`config.mk`:
```
export PLATFORM = sky130hd
export DESIGN_NAME = chan_irq_status
export DESIGN_NICKNAME = d
export VERILOG_FILES = /design/src/rtl/chan_irq_status.sv
export SDC_FILE = /design/constraint.sdc
export NUM_CORES = 1
export LEC_CHECK = 0
export BUFFER_PORTS_ARGS = -buffer_cell sky130_fd_sc_hd__buf_2
export CORE_ASPECT_RATIO = 1.5
export CORE_MARGIN = 10
export CORE_UTILIZATION = 39
export CTS_BUF_LIST = sky130_fd_sc_hd__clkbuf_4 sky130_fd_sc_hd__clkbuf_8 sky130_fd_sc_hd__clkbuf_16
export DETAILED_ROUTE_END_ITERATION = 6
export GPL_ROUTABILITY_DRIVEN = 0
export HOLD_SLACK_MARGIN = 0.06
export PLACE_DENSITY = 0.77
export SETUP_SLACK_MARGIN = 0.1
export SYNTH_ARGS = -nofsm -noshare
export SYNTH_HDL_FRONTEND = slang
export SYNTH_SLANG_ARGS = --single-unit
```
`constraint.sdc`:
```
create_clock -name clk -period 2.2 [get_ports clk]
set_input_delay 0.55 -clock clk [delete_from_list [all_inputs] [get_ports clk]]
set_output_delay 0.55 -clock clk [all_outputs]
set_load 0.02 [all_outputs]
```
`src/rtl/chan_irq_status.sv`:
```
module chan_irq_status #(
  parameter int REG_W   = 32,
  parameter int ADDR_W  = 12,
  parameter logic [ADDR_W-1:0] LO_ADDR = 12'h3D0,
  parameter logic [ADDR_W-1:0] HI_ADDR = 12'h3D4
) (
  input  logic                 clk,
  input  logic                 rst_n,
  input  logic [2*REG_W-1:0]   done_i,
  input  logic [2*REG_W-1:0]   err_i,
  input  logic [ADDR_W-1:0]    addr,
  input  logic [REG_W-1:0]     wdata,
  input  logic                 wr_en,
  input  logic                 rd_en,
  output logic [REG_W-1:0]     rdata,
  input  logic                 clr_mode,
  input  logic                 merge_irq,
  output logic                 irq0,
  output logic                 irq1
);
  localparam int NCH = 2 * REG_W;

  logic [REG_W-1:0] stat_lo, stat_hi;
  logic [REG_W-1:0] clr_lo, clr_hi;
  logic [NCH-1:0]   ev;
  logic             sel_lo, sel_hi;

  assign ev     = done_i | err_i;
  assign sel_lo = (addr == LO_ADDR);
  assign sel_hi = (addr == HI_ADDR);

  assign rdata = sel_lo ? stat_lo : sel_hi ? stat_hi : '0;

  always_comb begin
    clr_lo = '0;
    clr_hi = '0;
    if (!clr_mode && rd_en) begin
      if (sel_lo) clr_lo = stat_lo;
      if (sel_hi) clr_hi = stat_hi;
    end else if (clr_mode && wr_en) begin
      if (sel_lo) clr_lo = wdata;
      if (sel_hi) clr_hi = wdata;
    end
  end

  always_ff @(posedge clk) begin
    if (!rst_n) begin
      stat_lo <= '0;
      stat_hi <= '0;
    end else begin
      stat_lo <= (stat_lo & ~clr_lo) | ev[REG_W-1:0];
      stat_hi <= (stat_hi & ~clr_hi) | ev[NCH-1:REG_W];
    end
  end

  assign irq0 = (|stat_lo) | (merge_irq & (|stat_hi));
  assign irq1 = ~merge_irq & (|stat_hi);
endmodule

```
**Word level (Yosys, flattened, before mapping)**

Index checks and enable logic that the tools add are counted.

- Output and inout bits: 34
- Register bits: 64

- Multiplexer cells: 9
- Bitwise logic cells: 11
- Reduce and logical (&&, ||, !) cells: 5
- Equal/unequal tests: 2

Operators with widths:

| operator | count |
|---|---|
| $mux 32 | 9 |
| $and 32x32->32 | 2 |
| $not 32->32 | 2 |
| $or 32x32->32 | 2 |
| $or 64x64->64 | 1 |
| $reduce_or 32->1 | 2 |
| $eq 12x10->1 const B | 2 |
| $and 1x1->1 | 2 |
| $logic_and 1x1->1 | 2 |
| $logic_not 1->1 | 1 |
| $not 1->1 | 1 |
| $or 1x1->1 | 1 |

**Depth between registers and ports, before layout**

- Depth in word-level cells: 7
- Mapped depth: 5
- Gate-level depth less buffers: 4

**Worst setup path before layout**

Ideal clock, no wire load.

- Kind: input -> output
- Start: input addr[1]
- End: output rdata[1]
- Required time: 1650 ps
- Stages on the path: 5
- Setup slack: -209 ps
- Arrival: 1859 ps
- Path through: nor4b_4 -> nand4_4 -> nor4_4 -> buf_6 -> a22o_1

- Word-level cells in the longest chain between the ends: 3

Ends and longest elaborated chain:

| item | line | RTL |
|---|---|---|
| from (decl) | 11 | `input logic [ADDR_W-1:0] addr,` |
| $eq 12x10->1 | 30 | `assign sel_hi = (addr == HI_ADDR);` |
| $mux 32 | 32 | `assign rdata = sel_lo ? stat_lo : sel_hi ? stat_hi : '0;` |
| $mux 32 * | 32 |  |
| to (decl) | 15 | `output logic [REG_W-1:0] rdata,` |

Every way passes the cells marked *; elsewhere a longest branch is shown, timed or not.

**Worst setup path after layout**

Ends and elaborated chain as after synthesis.

==> flow_metrics.tcl <==
set metrics [dict create \
    cp_data_arrival_time_ps 2010 \
    synth_edf_count 0 \
    rrSetupSlack_ps 1290 \
    leakage_uw 0.00264 \
    synth.distinct_cells 21 \
    p_clk_share_pct 44.0 \
    nNetsFinal 782 \
    drtAntennaViolNets 0 \
    slew_violations 0 \
    p_switching_uw 828 \
    die_w_um 96.4 \
    start_util_pct 40.3 \
    portBuffers 211 \
    cts-root-buf "clkbuf_16" \
    status "finished, violations left" \
    area_growth_pct 62.5 \
    vias 4298 \
    wl_mm 15.6 \
    min_period_over_period_pct 116 \
    finalSetupViolations 32 \
    clock_sink_count 64 \
    synth_top_cell_by_area "dfxtp_1" \
    async_reset_ff_share_pct 0 \
    synth_area_sq_um 3410 \
    rows 41 \
    grt_use_total_pct 22.4 \
    drive_gt1_share_pct 50.4 \
    grt_pass1_wl_mm 22.8 \
    htreeDepth 3 \
    clkSlewWorstSetupHoldPaths_ps 50 \
    powerDensity_nw_per_um2 591 \
    seq_power_share_pct 41.3 \
    ys_ff_latch 64 \
    cts_tree "yes" \
    whs_ps 504 \
    antenna_found_initial 1 \
    tightestPinTransition_ps 426 \
    finalNonFillerCells 718 \
    yosysMostFrequentCell "nor2_1" \
    end_kind "primary output" \
    failed_checks "negative setup slack" \
    cts-buffers-inserted 9 \
    avgRoutedWirePerCell_um 21.8 \
    syn_nets 561 \
    dieArea_sq_um 13000 \
    worstPathRequired_ps 1650 \
    netlist.area_leader.share_pct 37.5 \
    drtIter0Drc 171 \
    rsz0062_at_grt "yes" \
    place_inst 691 \
    p_comb_share_pct 14.7 \
    yosysWarnings 0 \
    drtPass1Iterations 4 \
    cts.path.max_buffers 2 \
    power.total_uw 3280 \
    synth_common_cells "nor2_1 (67), a31oi_1 (64), dfxtp_1 (64), o31ai_1 (64), a21o_1 (32)" \
    hold_viol_final 0 \
    tns_ps -10520 \
    dp_hpwl_mm 11.6 \
    synth_ff_type "dfxtp_1" \
    synth_area_leaders "dfxtp_1 (38%), o31ai_1 (14%), a31oi_1 (12%)" \
    critPathLaunchType "input port" \
    drv_cap 0 \
    avgSynthCellArea_sq_um 8.92 \
    hold_path.class "in2reg" \
    die_h_um 135 \
    yosysSeqAreaShare_pct 37.5 \
    p_sw_share_pct 25.3 \
    ir_worst_vdd_mv 0.422 \
    vias_per_cell 5.99 \
    setup_slack_ps -361 \
    fin_skew_ps 0 \
    min_path_cells 3 \
    timing.slew.headroom_pct 71.3 \
    fmax_mhz 391 \
    core_sq_um 8460 \
    critical_path_class "in2out" \
    overflow 0 \
    route.detailed.drc 0 \
    grt_max_degree 65 \
    crit_fanout 12 \
    insertion_delay_ps 330 \
    synth_cells 383 \
    rr_worst_depth 3 \
    internal_power_uw 2450 \
    period_minus_slack_ps 2560 \
    grt_pass1_vias 4595 \
    io_pins 212 \
]
[metal layers]
layer | track usage, % | part of all wire (%)
met1 | 22.4 | 34
met2 | 38.7 | 53
met3 | 6.66 | 8.7
met4 | 14.1 | 5.0
met5 | 0 | 0
[cell families (layout without fill, tap and decap cells)]
family	count (synthesis)	after routing	synth area share, %
buffers and inverters	28	254	4.62
DFF	64	64	37.5
AOI/OAI and AO/OA	193	193	42.2
other	0	2	0
and+or+nand+nor	98	98	15.7
[placed cells by master, fill, tap and decap left out, drive strengths merged, types with 2 or more instances in the layout]
| master | n |
|---|---|
| a21o | 32 |
| a22o | 32 |
| a31oi | 64 |
| buf | 235 |
| clkbuf | 15 |
| clkinv | 2 |
| dfxtp | 64 |
| diode | 2 |
| nand4 | 5 |
| nor2 | 67 |
| nor2b | 2 |
| nor4 | 20 |
| o31ai | 64 |
[state kept, by name (all words and copies together), names as in the netlist]
name and count:
stat_hi 32, stat_lo 32
[worst max-delay path, cell delays in order]
cell     delay (ps)
buf_6           100
nor4b_4         310
nand4_4         180
nor4_4          250
buf_4           190
buf_12          140
a22o_1          170
buf_6           120
[metrics by stage]
| stage | setup slack [ps] | cell area [sq um] | utilization, % |
|---|---|---|---|
| floorplan | -207 | 3490 | - |
| global placement | -395 | 4720 | 55.7 |
| detailed placement | -442 | 4720 | 55.7 |
| CTS | -364 | 5350 | 63.2 |
| global route | -421 | 5550 | 65.5 |
| finish | -361 | 5550 | 65.6 |
[path summary, 6_finish.rpt]
kind                             startpoint           to
worst max-delay path                addr[1]     rdata[1]
worst min-delay path             done_i[62]  stat_hi[30]
worst max register to register  stat_hi[19]  stat_hi[19]
worst min register to register  stat_hi[30]  stat_hi[30]
[power groups by stage]
| stage | registers, uW | clock network [uW] | logic [uW] |
|---|---|---|---|
| CTS | 1340 | 1460 | 472 |
| global placement | 1350 | 0 | 438 |
| floorplan | 1320 | 0 | 201 |
| global route | 1360 | 1520 | 526 |
| detailed placement | 1350 | 0 | 456 |
| finish | 1360 | 1440 | 480 |
[layout make-up]
class | count | area (sq um)
Fill cell | 696 | 2920
Tap cell | 107 | 134
Sequential cell | 64 | 1300
Multi-Input combinational cell | 291 | 2200
Clock inverter | 3 | 40.0
Clock buffer | 13 | 268
Inverter | 1 | 3.75
Timing Repair Buffer | 237 | 1600
Antenna cell | 2 | 5.00
[what timing repair did]
| item | 4_1_cts | 5_1_grt |
|---|---|---|
| gates cloned | 0 | 4 |
| hold buffers | 0 | 0 |
| pin swaps | 5 | 10 |
| setup buffers | 1 | 4 |
| gates resized for setup | 88 | 19 |
| endpoints found under the setup margin | 34 | 34 |
Note: power is estimated with default switching activity, not from simulation.
